[src/rtl/vp_tag_pkg.sv]
package vp_tag_pkg;
   localparam int unsigned VP_DATA_W  = 32;
   localparam int unsigned VP_PLANE_W = 8;
   localparam int unsigned VP_MAX_PLANES = 1 << VP_PLANE_W;

   typedef logic [VP_DATA_W-1:0]  vp_beat_t;
   typedef logic [VP_PLANE_W-1:0] vp_plane_t;

   // Tag word: plane index in the low bits, reserved bits sent as zero.
   function automatic vp_beat_t vp_tag_word(input vp_plane_t plane);
      return {{(VP_DATA_W-VP_PLANE_W){1'b0}}, plane};
   endfunction
endpackage

[src/rtl/vp_map_table.sv]
module vp_map_table
   import vp_tag_pkg::*;
#(
   parameter int unsigned NUM_FUNCS = 8,
   parameter int unsigned FUNC_W    = 3
)(
   input  logic              clk,
   input  logic              rst_n,
   input  logic              wr_en,
   input  logic [FUNC_W-1:0] wr_func,
   input  vp_plane_t         wr_plane,
   input  logic [FUNC_W-1:0] rd_func,
   output vp_plane_t         rd_plane
);
   vp_plane_t ent_q [NUM_FUNCS];

   always_ff @(posedge clk or negedge rst_n) begin
      if (!rst_n) begin
         for (int i = 0; i < NUM_FUNCS; i++) ent_q[i] <= '0;
      end else if (wr_en) begin
         for (int i = 0; i < NUM_FUNCS; i++)
            if (wr_func == FUNC_W'(i)) ent_q[i] <= wr_plane;
      end
   end

   always_comb begin
      rd_plane = '0;
      for (int i = 0; i < NUM_FUNCS; i++)
         if (rd_func == FUNC_W'(i)) rd_plane = ent_q[i];
   end
endmodule

[src/rtl/vp_tx_insert.sv]
module vp_tx_insert
   import vp_tag_pkg::*;
(
   input  logic      clk,
   input  logic      rst_n,
   input  logic      mr_en,
   input  vp_plane_t map_plane,
   input  logic      in_valid,
   output logic      in_ready,
   input  logic      in_sop,
   input  logic      in_eop,
   input  vp_beat_t  in_data,
   output logic      out_valid,
   output logic      out_sop,
   output logic      out_eop,
   output vp_beat_t  out_data
);
   logic      inj_q;
   vp_plane_t tag_q;
   logic      take_sop;

   assign in_ready = ~inj_q;
   assign take_sop = in_valid & in_ready & in_sop;

   always_ff @(posedge clk or negedge rst_n) begin
      if (!rst_n) begin
         inj_q <= 1'b0;
         tag_q <= '0;
      end else begin
         inj_q <= take_sop & mr_en;
         if (take_sop & mr_en) tag_q <= map_plane;
      end
   end

   always_comb begin
      if (inj_q) begin
         out_valid = 1'b1;
         out_sop   = 1'b0;
         out_eop   = 1'b0;
         out_data  = vp_tag_word(tag_q);
      end else begin
         out_valid = in_valid;
         out_sop   = in_valid & in_sop;
         out_eop   = in_valid & in_eop;
         out_data  = in_data;
      end
   end
endmodule

[src/rtl/vp_rx_strip.sv]
module vp_rx_strip
   import vp_tag_pkg::*;
#(
   parameter int unsigned NUM_PLANES = 16
)(
   input  logic      clk,
   input  logic      rst_n,
   input  logic      mr_en,
   input  logic      in_valid,
   input  logic      in_sop,
   input  logic      in_eop,
   input  vp_beat_t  in_data,
   output logic      out_valid,
   output logic      out_sop,
   output logic      out_eop,
   output vp_beat_t  out_data,
   output vp_plane_t out_plane,
   output logic      plane_err
);
   logic      mr_q, hold_q, drop_q;
   vp_beat_t  seq_q;
   vp_plane_t plane_q;
   vp_plane_t tag_plane;
   logic      plane_ok;
   logic      sop_beat, tag_beat, body_beat;

   assign tag_plane = in_data[VP_PLANE_W-1:0];
   assign sop_beat  = in_valid & in_sop;
   assign tag_beat  = in_valid & ~in_sop & hold_q;
   assign body_beat = in_valid & ~in_sop & ~hold_q;

   generate
      if (NUM_PLANES >= VP_MAX_PLANES) begin : g_all_planes
         assign plane_ok = 1'b1;
      end else begin : g_range_check
         assign plane_ok = (tag_plane < VP_PLANE_W'(NUM_PLANES));
      end
   endgenerate

   always_ff @(posedge clk or negedge rst_n) begin
      if (!rst_n) begin
         mr_q    <= 1'b0;
         hold_q  <= 1'b0;
         drop_q  <= 1'b0;
         seq_q   <= '0;
         plane_q <= '0;
      end else if (sop_beat) begin
         mr_q   <= mr_en;
         hold_q <= mr_en;
         drop_q <= 1'b0;
         seq_q  <= in_data;
      end else if (tag_beat) begin
         hold_q <= 1'b0;
         drop_q <= ~plane_ok;
         if (plane_ok) plane_q <= tag_plane;
      end
   end

   always_comb begin
      out_valid = 1'b0;
      out_sop   = 1'b0;
      out_eop   = 1'b0;
      out_data  = in_data;
      out_plane = '0;
      plane_err = 1'b0;
      if (sop_beat) begin
         if (!mr_en) begin
            out_valid = 1'b1;
            out_sop   = 1'b1;
            out_eop   = in_eop;
         end
      end else if (tag_beat) begin
         if (plane_ok) begin
            out_valid = 1'b1;
            out_sop   = 1'b1;
            out_data  = seq_q;
            out_plane = tag_plane;
         end else begin
            plane_err = 1'b1;
         end
      end else if (body_beat) begin
         out_valid = ~(mr_q & drop_q);
         out_eop   = in_eop & ~(mr_q & drop_q);
         out_plane = mr_q ? plane_q : '0;
      end
   end
endmodule

[src/rtl/vp_tag_shim.sv]
module vp_tag_shim
   import vp_tag_pkg::*;
#(
   parameter int unsigned NUM_PLANES = 16,
   parameter int unsigned NUM_FUNCS  = 8,
   parameter int unsigned FUNC_W     = $clog2(NUM_FUNCS)
)(
   input  logic              clk,
   input  logic              rst_n,
   input  logic              mr_en,
   input  logic              tbl_wr_en,
   input  logic [FUNC_W-1:0] tbl_wr_func,
   input  logic [7:0]        tbl_wr_plane,
   input  logic              tx_in_valid,
   output logic              tx_in_ready,
   input  logic              tx_in_sop,
   input  logic              tx_in_eop,
   input  logic [FUNC_W-1:0] tx_in_func,
   input  logic [31:0]       tx_in_data,
   output logic              tx_out_valid,
   output logic              tx_out_sop,
   output logic              tx_out_eop,
   output logic [31:0]       tx_out_data,
   input  logic              rx_in_valid,
   input  logic              rx_in_sop,
   input  logic              rx_in_eop,
   input  logic [31:0]       rx_in_data,
   output logic              rx_out_valid,
   output logic              rx_out_sop,
   output logic              rx_out_eop,
   output logic [31:0]       rx_out_data,
   output logic [7:0]        rx_out_plane,
   output logic              rx_plane_err
);
   generate
      if (NUM_PLANES < 1 || NUM_PLANES > VP_MAX_PLANES) begin : g_bad_planes
         $error("vp_tag_shim: NUM_PLANES must lie in 1..%0d", VP_MAX_PLANES);
      end
      if (NUM_FUNCS < 2 || NUM_FUNCS > (1 << FUNC_W)) begin : g_bad_funcs
         $error("vp_tag_shim: NUM_FUNCS must be at least 2 and fit FUNC_W");
      end
      if (VP_DATA_W != 32 || VP_PLANE_W != 8) begin : g_bad_widths
         $error("vp_tag_shim: port widths assume a 32-bit beat and 8-bit plane");
      end
   endgenerate

   vp_plane_t map_plane;

   vp_map_table #(
      .NUM_FUNCS (NUM_FUNCS),
      .FUNC_W    (FUNC_W)
   ) map_i (
      .clk      (clk),
      .rst_n    (rst_n),
      .wr_en    (tbl_wr_en),
      .wr_func  (tbl_wr_func),
      .wr_plane (tbl_wr_plane),
      .rd_func  (tx_in_func),
      .rd_plane (map_plane)
   );

   vp_tx_insert tx_i (
      .clk       (clk),
      .rst_n     (rst_n),
      .mr_en     (mr_en),
      .map_plane (map_plane),
      .in_valid  (tx_in_valid),
      .in_ready  (tx_in_ready),
      .in_sop    (tx_in_sop),
      .in_eop    (tx_in_eop),
      .in_data   (tx_in_data),
      .out_valid (tx_out_valid),
      .out_sop   (tx_out_sop),
      .out_eop   (tx_out_eop),
      .out_data  (tx_out_data)
   );

   vp_rx_strip #(
      .NUM_PLANES (NUM_PLANES)
   ) rx_i (
      .clk       (clk),
      .rst_n     (rst_n),
      .mr_en     (mr_en),
      .in_valid  (rx_in_valid),
      .in_sop    (rx_in_sop),
      .in_eop    (rx_in_eop),
      .in_data   (rx_in_data),
      .out_valid (rx_out_valid),
      .out_sop   (rx_out_sop),
      .out_eop   (rx_out_eop),
      .out_data  (rx_out_data),
      .out_plane (rx_out_plane),
      .plane_err (rx_plane_err)
   );
endmodule

[config.mk]
export PLATFORM = sky130hd
export DESIGN_NAME = vp_tag_shim
export DESIGN_NICKNAME = d
export VERILOG_FILES = /design/src/rtl/vp_tag_pkg.sv /design/src/rtl/vp_map_table.sv /design/src/rtl/vp_tx_insert.sv /design/src/rtl/vp_rx_strip.sv /design/src/rtl/vp_tag_shim.sv
export SDC_FILE = /design/constraint.sdc
export NUM_CORES = 1
export LEC_CHECK = 0
export BUFFER_PORTS_ARGS = -buffer_cell sky130_fd_sc_hd__buf_2
export CAP_MARGIN = 0
export CORE_MARGIN = 2
export CORE_UTILIZATION = 54
export CTS_BUF_LIST = sky130_fd_sc_hd__clkbuf_4
export DETAILED_ROUTE_END_ITERATION = 6
export PLACE_DENSITY_LB_ADDON = 0.1
export SLEW_MARGIN = 20
export SYNTH_ARGS = -nofsm -noshare
export SYNTH_HDL_FRONTEND = slang
export SYNTH_SLANG_ARGS = --single-unit
export TNS_END_PERCENT = 5
[constraint.sdc]
create_clock -name clk -period 2.02 [get_ports clk]
set_clock_uncertainty 0.15 [all_clocks]
set_input_delay 0.101 -clock clk [delete_from_list [all_inputs] [get_ports clk]]
set_output_delay 0.101 -clock clk [all_outputs]
set_load 0.1 [all_outputs]
==> flow_metrics.env, run 1 <==
export IMPL_reg2reg_to="rx_i.drop_q$_DFFE_PN0P_"
export IMPL_synth_edff_count=0
export IMPL_ir_drop_v=0.0005096
export IMPL_dieWidth_um=107.5
export IMPL_antenna_found_initial=0
export IMPL_die_h_um=107.5
export IMPL_root_buffer="clkbuf_4"
export IMPL_area_growth_syn_to_layout_pct=45.47
export IMPL_relSlewSlack=0.5704
export IMPL_p_int_mw=4.724
export IMPL_netlist_area_leader_share=0.5014
export IMPL_tritoncts="built"
export IMPL_power_leakage_nw=3.877
export IMPL_arrival_ns=2.00
export IMPL_initial_utilization=0.5583
export IMPL_die_area_sq_mm=0.01156
export IMPL_grt_pass1_wl_mm=24.84
export IMPL_syn_avg_cell_area_sq_um=12.27
export IMPL_synth_seq_area_share=0.5014
export IMPL_grt_max_degree=46
export IMPL_io_pins=168
export IMPL_p_sw_frac=0.3256
export IMPL_insertion_delay_ns=0.48
export IMPL_ys_ff_latch=116
export IMPL_reg2reg_depth=5
export IMPL_power_density_mw_per_mm2=831.7
export IMPL_fin_crit_sh=1.114
export IMPL_clock_sinks=116
export IMPL_synth_cell_types=41
export IMPL_grtUsageTotal=0.2819
export IMPL_synth_warnings=0
export IMPL_clockBufferDepth=2
export IMPL_synth_top_area_cell="dfrtp_1"
export IMPL_hold_violations=0
export IMPL_seqPwrFrac=0.427
export IMPL_fmax_mhz=444.3
export IMPL_clkPwrFrac=0.281
export IMPL_post_dp_hpwl_mm=10.18
export IMPL_setup_slack_ns=-0.2306
export IMPL_reg2reg_slack_ns=0.25
export IMPL_layout_min_cycle_time_ns=2.251
export IMPL_drive_gt1_frac=0.5217
export IMPL_grt_pass1_vias=4916
export IMPL_cp_end_kind="primary output"
export IMPL_r2r_start="rx_i.hold_q$_DFFE_PN0P_"
export IMPL_hp_class="input pin to async pin"
export IMPL_syn_cell_area_sq_mm=0.005789
export IMPL_drtIter0Drc=233
export IMPL_synth_top_cells_by_area="dfrtp_1, mux2_2, nor2b_1"
export IMPL_rsz0062_at_grt="true"
export IMPL_vias=4791
export IMPL_drv_cap=0
export IMPL_tightest_slew_ns=0.6411
export IMPL_syn_nets=560
export IMPL_fin_nets=788
export IMPL_syn_inst=472
export IMPL_wirelength_mm=16.45
export IMPL_ys_async_sr_fraction=1.000
export IMPL_final_util=0.8121
export IMPL_dp_cells=769
export IMPL_antenna_cells=0
export IMPL_crit_type="flop to primary output"
export IMPL_remaining_drc_errors=0
export IMPL_critPathMaxFanout=7
export IMPL_netSwitchingPower_mw=2.280
export IMPL_setup_violations=40
export IMPL_numCtsBuffers=17
export IMPL_slew_viol_final=0
export IMPL_htree_levels=4
export IMPL_startpoint_type="flop"
export IMPL_worstPathRequired_ns=1.77
export IMPL_coreArea_sq_mm=0.01037
export IMPL_ys_flop_type="dfrtp_1"
export IMPL_vias_per_cell=5.643
export IMPL_wire_per_inst_um=19.37
export IMPL_fin_cells=849
export IMPL_combPwrFrac=0.292
export IMPL_ant_nets=0
export IMPL_clkTransAtPathRegs_ns=0.12
export IMPL_grt_overflow=0
export IMPL_status="complete, but fails checks"
export IMPL_io_buffer_count=167
export IMPL_failed_checks="setup timing"
export IMPL_gp_congestion=0.7981
export IMPL_firstDrtPassIters=6
export IMPL_num_rows=37
cells in the mapped netlist, types with 5 or more instances:
cell	number
a21boi_0	5
a21oi_1	13
a221oi_1	5
buf_2	6
clkbuf_1	18
dfrtp_1	116
inv_1	9
mux2_1	13
mux2_2	120
mux2i_1	13
nand2_1	20
nand2b_1	6
nand4b_1	6
nor2_1	16
nor2b_1	29
o21ai_0	12
o221ai_1	5
o22ai_1	9
or3b_2	5
worst max-delay path, stage by stage (launching register included):
cell,delay [ns]
dfrtp_1,0.39
buf_4,0.15
nor4bb_2,0.34
buf_4,0.24
and2_1,0.21
buf_12,0.19
power by group through the flow:
stage	clock [mW]	sequential, mW	combinational (mW)
global route	2.12	3.04	2.17
global placement	0	2.99	1.81
finish	1.97	2.99	2.04
detailed placement	0	3.02	1.86
floorplan	0	2.94	1.39
CTS	2.01	2.97	1.99
layer usage:
layer  part of all wire  GRT usage
met4              0.029     0.1026
met3              0.060    0.06780
met5                  0          0
met1               0.38     0.3191
met2               0.53     0.5139
layout by cell type, fill, tap and decap left out, drive strengths merged, types with 6 or more instances in the layout:
cell type	netlist	layout
clkbuf	18	41
mux2i	13	13
o21ai	12	12
dfrtp	116	116
a21boi	6	6
buf	12	172
mux2	133	133
a21oi	13	13
nor2b	29	29
nand2b	6	6
o22ai	9	9
nand4b	6	6
dlygate4sd3	0	46
inv	10	10
nor2	17	17
nand2	20	20
cell families after synthesis:
kind of cell / count (synthesis) / synth area share
compound gates: 61 / 0.07089
buf+inv: 40 / 0.03242
flops: 116 / 0.5014
mux: 146 / 0.2812
simple gates: 109 / 0.1141
state kept, by name, summed over array words and instances (netlist names):
signal / cells
rx_i.seq_q: 32
tx_i.inj_q: 1
rx_i.drop_q: 1
map_i.ent_q: 64
rx_i.hold_q: 1
rx_i.mr_q: 1
tx_i.tag_q: 8
rx_i.plane_q: 8
metrics by stage:
stage | total power, mW | setup TNS, ns | hold slack [ns] | area (sq um) | setup WS, ns
2_1_floorplan | 4.326 | -9.662 | -0.3446 | 5796 | -0.3233
3_3_place_gp | 4.805 | 0 | 0.00008543 | 7254 | 0.01798
3_5_place_dp | 4.878 | -0.06318 | 0.004975 | 7254 | -0.02552
4_1_cts | 6.973 | -7.422 | 0.004411 | 8274 | -0.2258
5_1_grt | 7.320 | -11.06 | 0.006758 | 8422 | -0.3258
6_report | 7.004 | -6.570 | 0.006033 | 8422 | -0.2306
repair_timing:
| item | CTS | global route |
|---|---|---|
| setup buffers | 1 | 1 |
| endpoints found under the hold margin | 219 | 0 |
| resized for setup | 70 | 42 |
| hold buffers | 46 | 0 |
| pin swaps | 1 | 1 |
| endpoints found under the setup margin | 59 | 75 |
how the worst max path moves through the flow:
stage / from / to / slack, ns
4_1_cts: rx_i.hold_q$_DFFE_PN0P_ / rx_out_data[20] / -0.23
6_report: rx_i.hold_q$_DFFE_PN0P_ / rx_out_plane[6] / -0.23
3_5_place_dp: rx_in_data[6] / rx_out_data[26] / -0.03
3_3_place_gp: rx_in_data[6] / rx_out_data[8] / 0.02
5_1_grt: rx_i.hold_q$_DFFE_PN0P_ / rx_out_data[20] / -0.33
2_1_floorplan: tx_i.inj_q$_DFF_PN0_ / tx_out_data[10] / -0.32
final cells by class:
class                      count  area (sq um)
clock inverter                12         185.2
inverter                      10         37.54
timing repair buffer         239          2195
clock buffer                  20         150.1
sequential                   116          2904
tap                          136         170.2
multi-input combinational    316          2780
fill                         612          1948
Note: power is estimated with default switching activity, not from simulation.
==> inputs of run 2 (changes only) <==
--- a/config.mk
+++ b/config.mk
@@ -12,6 +12,7 @@
 export CTS_BUF_LIST = sky130_fd_sc_hd__clkbuf_4
 export DETAILED_ROUTE_END_ITERATION = 6
 export PLACE_DENSITY_LB_ADDON = 0.1
+export SETUP_SLACK_MARGIN = 0.1
 export SLEW_MARGIN = 20
 export SYNTH_ARGS = -nofsm -noshare
 export SYNTH_HDL_FRONTEND = slang
==> flow_metrics.env, run 2 (same netlist as run 1, synthesis figures left out) <==
export IMPL_drive_gt1_frac=0.5173
export IMPL_die_h_um=107.5
export IMPL_arrival_ns=2.03
export IMPL_ir_drop_v=0.0005355
export IMPL_mostFrequentLayoutCells="mux2_2, dfrtp_1, buf_2, dlygate4sd3_1, buf_4"
export IMPL_num_rows=37
export IMPL_min_to="map_i.ent_q[1]$_DFFE_PN0P_"
export IMPL_nFillCells=587
export IMPL_fin_nets=796
export IMPL_io_buffer_count=167
export IMPL_root_buffer="clkbuf_4"
export IMPL_hold_depth=4
export IMPL_combPwrFrac=0.308
export IMPL_critPathMaxFanout=12
export IMPL_grt_pass1_wl_mm=24.92
export IMPL_dieWidth_um=107.5
export IMPL_numCtsBuffers=17
export IMPL_crit_type="flop to primary output"
export IMPL_tritoncts="built"
export IMPL_worstPathRequired_ns=1.77
export IMPL_failed_checks="setup timing"
export IMPL_fmax_mhz=439.1
export IMPL_die_area_sq_mm=0.01156
export IMPL_slew_viol_final=0
export IMPL_wire_per_inst_um=19.01
export IMPL_largest_register="map_i.ent_q"
export IMPL_coreArea_sq_mm=0.01037
export IMPL_post_dp_hpwl_mm=9.944
export IMPL_hold_violations=0
export IMPL_hp_class="input pin to flop"
export IMPL_reg_top3="map_i.ent_q (64), rx_i.seq_q (32)"
export IMPL_status="complete, but fails checks"
export IMPL_initial_utilization=0.5583
export IMPL_power_density_mw_per_mm2=786.3
export IMPL_reg2reg_to="rx_i.drop_q$_DFFE_PN0P_"
export IMPL_gp_congestion=0.7725
export IMPL_tightest_slew_ns=0.6273
export IMPL_dp_cells=768
export IMPL_reg2reg_depth=5
export IMPL_insertion_delay_ns=0.50
export IMPL_holdWs_ns=0.05247
export IMPL_vias=4758
export IMPL_wirelength_mm=16.31
export IMPL_remaining_drc_errors=0
export IMPL_grt_max_degree=62
export IMPL_antenna_found_initial=0
export IMPL_reg2reg_slack_ns=0.28
export IMPL_fin_crit_sh=1.128
export IMPL_htree_levels=4
export IMPL_p_sw_frac=0.3450
export IMPL_layout_min_cycle_time_ns=2.278
export IMPL_clock_sinks=116
export IMPL_drv_cap=0
export IMPL_startpoint_type="flop"
export IMPL_seqPwrFrac=0.450
export IMPL_firstDrtPassIters=4
export IMPL_p_int_mw=4.355
export IMPL_r2r_start="rx_i.hold_q$_DFFE_PN0P_"
export IMPL_largest_register_ffs=64
export IMPL_finalSetupTns_ns=-8.660
export IMPL_rsz0062_at_grt="true"
export IMPL_hold_start="tbl_wr_en"
export IMPL_grt_overflow=0
export IMPL_clkPwrFrac=0.242
export IMPL_fin_cells=858
export IMPL_io_pins=168
export IMPL_grtUsageTotal=0.2865
export IMPL_area_growth_syn_to_layout_pct=46.08
export IMPL_drtIter0Drc=226
export IMPL_grt_pass1_vias=4946
export IMPL_setup_violations=42
export IMPL_netSwitchingPower_mw=2.294
export IMPL_cp_end_kind="primary output"
export IMPL_setup_slack_ns=-0.2576
export IMPL_layout_commonest_cell="mux2_2"
export IMPL_ant_nets=0
export IMPL_clockBufferDepth=2
export IMPL_vias_per_cell=5.545
export IMPL_clkTransAtPathRegs_ns=0.10
export IMPL_relSlewSlack=0.5818
export IMPL_power_leakage_nw=3.886
export IMPL_post_place_ws_ns=0.004636
run 2: cell count changes in the layout (fill, tap and decap cells not counted), moves of 2 or more:
cell           delta
buf_4            +20
bufinv_16         -3
clkbuf_4         -21
dlygate4sd3_1     +7
a31o_4            +4
a31o_2            -4
mux2_4            -7
mux2_2            +6
clkinv_2          +6
clkinv_1          -3
o21ai_1           +2
run 2: how the worst max path moves through the flow:
stage / slack, ns / from / end / cells past startpoint
floorplan: -0.32 / tx_i.inj_q$_DFF_PN0_ / tx_out_data[10] / 3
CTS: -0.25 / rx_i.hold_q$_DFFE_PN0P_ / rx_out_data[20] / 5
global route: -0.34 / rx_i.hold_q$_DFFE_PN0P_ / rx_out_data[31] / 5
global placement: 0.04 / rx_in_data[6] / rx_out_data[4] / 7
finish: -0.26 / rx_i.hold_q$_DFFE_PN0P_ / rx_out_data[31] / 5
detailed placement: 0.005 / rx_in_data[6] / rx_out_data[25] / 6
run 2: power groups by stage:
stage | Clock [mW] | Sequential, mW | Combinational (mW)
after floorplan | 0 | 2.94 | 1.39
after global placement | 0 | 2.99 | 1.80
after detailed placement | 0 | 3.02 | 1.84
after CTS | 1.63 | 2.97 | 2.03
after global routing | 1.75 | 3.04 | 2.17
final | 1.61 | 2.99 | 2.05
run 2: layer usage:
metal  track usage  up-vias  wire length [um]
li1              -     2187                 -
met1        0.3319     2354              6229
met2        0.5081      184              8619
met3       0.07567       33              1095
met4        0.1053        0               365
met5             0        -                 0
run 2: cell type report:
cell class                      count  area, sq um  share of cell area
Clock inverter                     12        113.9             0.01346
Inverter                           10        37.54            0.004439
Multi-Input combinational cell    316         2788              0.3296
Timing Repair Buffer              247         2291              0.2709
Clock buffer                       20        150.1             0.01775
Sequential cell                   116         2904              0.3434
Antenna cell                        1        2.502           0.0002959
Tap cell                          136        170.2             0.02012
run 2: worst max-delay path: stages (launching register included):
cell and delay, ns:
dfrtp_1 0.37, nand3b_1 0.19, nor2_8 0.22, buf_16 0.17, mux2_2 0.39, buf_8 0.19
run 2: timing repair:
| item | 4_1_cts | 5_1_grt |
|---|---|---|
| hold buffers | 54 | 0 |
| cloned | 1 | 0 |
| setup endpoints to repair | 77 | 75 |
| gates resized for setup | 105 | 12 |
| hold endpoints to repair | 222 | 0 |
| buffers inserted | 2 | 0 |
| pin swaps | 2 | 5 |
run 2: stage by stage:
stage                     total power [mW]    util  cell area [sq um]
after CTS                            6.629  0.8085               8384
after global routing                 6.952  0.8153               8454
after global placement               4.792  0.6947               7204
final                                6.649  0.8155               8457
after floorplan                      4.328       -               5803
after detailed placement             4.867  0.6947               7204
==> inputs of run 3 (changes only) <==
--- a/config.mk
+++ b/config.mk
@@ -7,6 +7,7 @@
 export LEC_CHECK = 0
 export BUFFER_PORTS_ARGS = -buffer_cell sky130_fd_sc_hd__buf_2
 export CAP_MARGIN = 0
+export CORE_ASPECT_RATIO = 2
 export CORE_MARGIN = 2
 export CORE_UTILIZATION = 54
 export CTS_BUF_LIST = sky130_fd_sc_hd__clkbuf_4
==> flow_metrics.env, run 3 (same netlist as run 1, synthesis figures left out) <==
export IMPL_drv_cap=0
export IMPL_num_rows=53
export IMPL_dieWidth_um=77.22
export IMPL_largest_register="map_i.ent_q"
export IMPL_drive_gt1_frac=0.5208
export IMPL_io_pins=168
export IMPL_wire_per_inst_um=22.47
export IMPL_critPathMaxFanout=9
export IMPL_crit_path_frequent_cell="buf_12"
export IMPL_rsz0062_at_grt="true"
export IMPL_grt_pass1_vias=5215
export IMPL_fin_cells=860
export IMPL_vias=4995
export IMPL_finalSetupTns_ns=-12.49
export IMPL_cpLargestDelayFamily="buffers and inverters"
export IMPL_path_cells="nand3b_1, nor2_8, buf_12, buf_16, mux2_2, buf_12"
export IMPL_clockBufferDepth=2
export IMPL_die_h_um=150.4
export IMPL_seqPwrFrac=0.456
export IMPL_fmax_mhz=418.9
export IMPL_reg2reg_slack_ns=0.20
export IMPL_io_buffer_count=167
export IMPL_slew_viol_final=0
export IMPL_status="complete, but fails checks"
export IMPL_p_sw_frac=0.3541
export IMPL_setup_slack_ns=-0.3670
export IMPL_netSwitchingPower_mw=2.347
export IMPL_arrival_ns=2.14
export IMPL_finalPower_mw=6.630
export IMPL_fin_crit_sh=1.182
export IMPL_grt_max_degree=43
export IMPL_ir_drop_v=0.0007002
export IMPL_postPlaceCellArea_sq_mm=0.007188
export IMPL_grtUsageTotal=0.3007
export IMPL_relSlewSlack=0.5901
export IMPL_hold_start="tbl_wr_func[2]"
export IMPL_tritoncts="built"
export IMPL_r2r_start="rx_i.hold_q$_DFFE_PN0P_"
export IMPL_firstDrtPassIters=4
export IMPL_clkTransAtPathRegs_ns=0.10
export IMPL_slowest_stage="mux2_2"
export IMPL_final_util=0.8491
export IMPL_worstPathRequired_ns=1.77
export IMPL_reg_top3="map_i.ent_q (64), rx_i.seq_q (32)"
export IMPL_dp_cells=765
export IMPL_vias_per_cell=5.808
export IMPL_mostFrequentLayoutCells="dfrtp_1, mux2_2, buf_2, dlygate4sd3_1, buf_12"
export IMPL_htree_levels=4
export IMPL_p_int_mw=4.282
export IMPL_remaining_drc_errors=0
export IMPL_crit_type="flop to primary output"
export IMPL_holdWs_ns=0.03924
export IMPL_power_leakage_nw=4.075
export IMPL_area_growth_syn_to_layout_pct=53.66
export IMPL_numCtsBuffers=17
export IMPL_path_buf_inv=3
export IMPL_reg2reg_depth=6
export IMPL_register_area_sq_mm=0.002904
export IMPL_reg2reg_to="rx_i.plane_q[3]$_DFFE_PN0P_"
export IMPL_drtIter0Drc=321
export IMPL_gp_congestion=0.8585
export IMPL_tightest_slew_ns=0.6148
export IMPL_final_area_sq_mm=0.008896
export IMPL_ant_nets=0
export IMPL_die_area_sq_mm=0.01162
export IMPL_startpoint_type="flop"
export IMPL_fin_nets=799
export IMPL_nFillCells=506
export IMPL_post_place_ws_ns=-0.02374
export IMPL_cp_end_kind="primary output"
export IMPL_wirelength_mm=19.32
export IMPL_setup_violations=43
export IMPL_clock_sinks=116
export IMPL_layout_commonest_cell="dfrtp_1"
export IMPL_post_dp_hpwl_mm=10.19
export IMPL_largest_register_ffs=64
export IMPL_grt_overflow=0
export IMPL_layout_min_cycle_time_ns=2.387
export IMPL_power_density_mw_per_mm2=745.3
export IMPL_multi_input_area_sq_mm=0.002888
export IMPL_clkPwrFrac=0.212
export IMPL_min_to="map_i.ent_q[46]$_DFFE_PN0P_"
export IMPL_failed_checks="setup timing"
export IMPL_initial_utilization=0.5525
export IMPL_hp_class="input pin to flop"
export IMPL_antenna_found_initial=1
export IMPL_coreArea_sq_mm=0.01048
export IMPL_insertion_delay_ns=0.51
export IMPL_cpPeakStageDelay_ns=0.38
export IMPL_grt_pass1_wl_mm=26.66
export IMPL_cp_startpoint="rx_i.hold_q$_DFFE_PN0P_"
export IMPL_root_buffer="clkbuf_4"
export IMPL_hold_violations=0
export IMPL_hold_depth=4
export IMPL_combPwrFrac=0.332
-- run 3: worst min-delay path, delay by kind of cell --
family / cells / cell delay, ns
buffers and inverters: 2 / 0.34
AND/OR/NAND/NOR: 1 / 0.07
AO/OA/AOI/OAI: 1 / 0.15
-- run 3: cell type report --
cell class / instances / share of cell area
clock buffer: 19 / 0.01603
inverter: 10 / 0.004501
timing repair buffer: 250 / 0.3010
clock inverter: 11 / 0.007876
tap: 137 / 0.01927
sequential: 116 / 0.3264
multi-input combinational: 316 / 0.3246
antenna: 1 / 0.0002813
-- run 3: per-layer routing --
| metal | part of all wire | global-route usage | vias up |
|---|---|---|---|
| met5 | 0 | 0 | - |
| met4 | 0.050 | 0.1643 | 0 |
| met3 | 0.045 | 0.07374 | 72 |
| met2 | 0.56 | 0.5652 | 207 |
| met1 | 0.34 | 0.2963 | 2527 |
| li1 | - | - | 2189 |
-- run 3: power groups by stage --
stage	Combinational, mW	Sequential [mW]	Clock, mW
2_1_floorplan	1.39	2.94	0
3_3_place_gp	1.79	3.00	0
3_5_place_dp	1.84	3.03	0
4_1_cts	2.03	2.98	1.41
5_1_grt	2.31	3.06	1.54
6_report	2.20	3.02	1.40
-- run 3: how the worst max path moves through the flow --
stage | endpoint | cells after the start
CTS | rx_out_data[22] | 6
finish | rx_out_data[31] | 6
floorplan | tx_out_data[10] | 3
global placement | rx_out_data[31] | 6
detailed placement | rx_out_data[8] | 6
global route | rx_out_data[31] | 6
-- run 3: timing repair --
item / 4_1_cts / 5_1_grt
setup buffers: 3 / 1
resized for setup: 98 / 150
hold buffers: 56 / 1
gates cloned: 2 / 1
pin swaps: 7 / 3
setup endpoints to repair: 80 / 80
hold endpoints to repair: 223 / 1
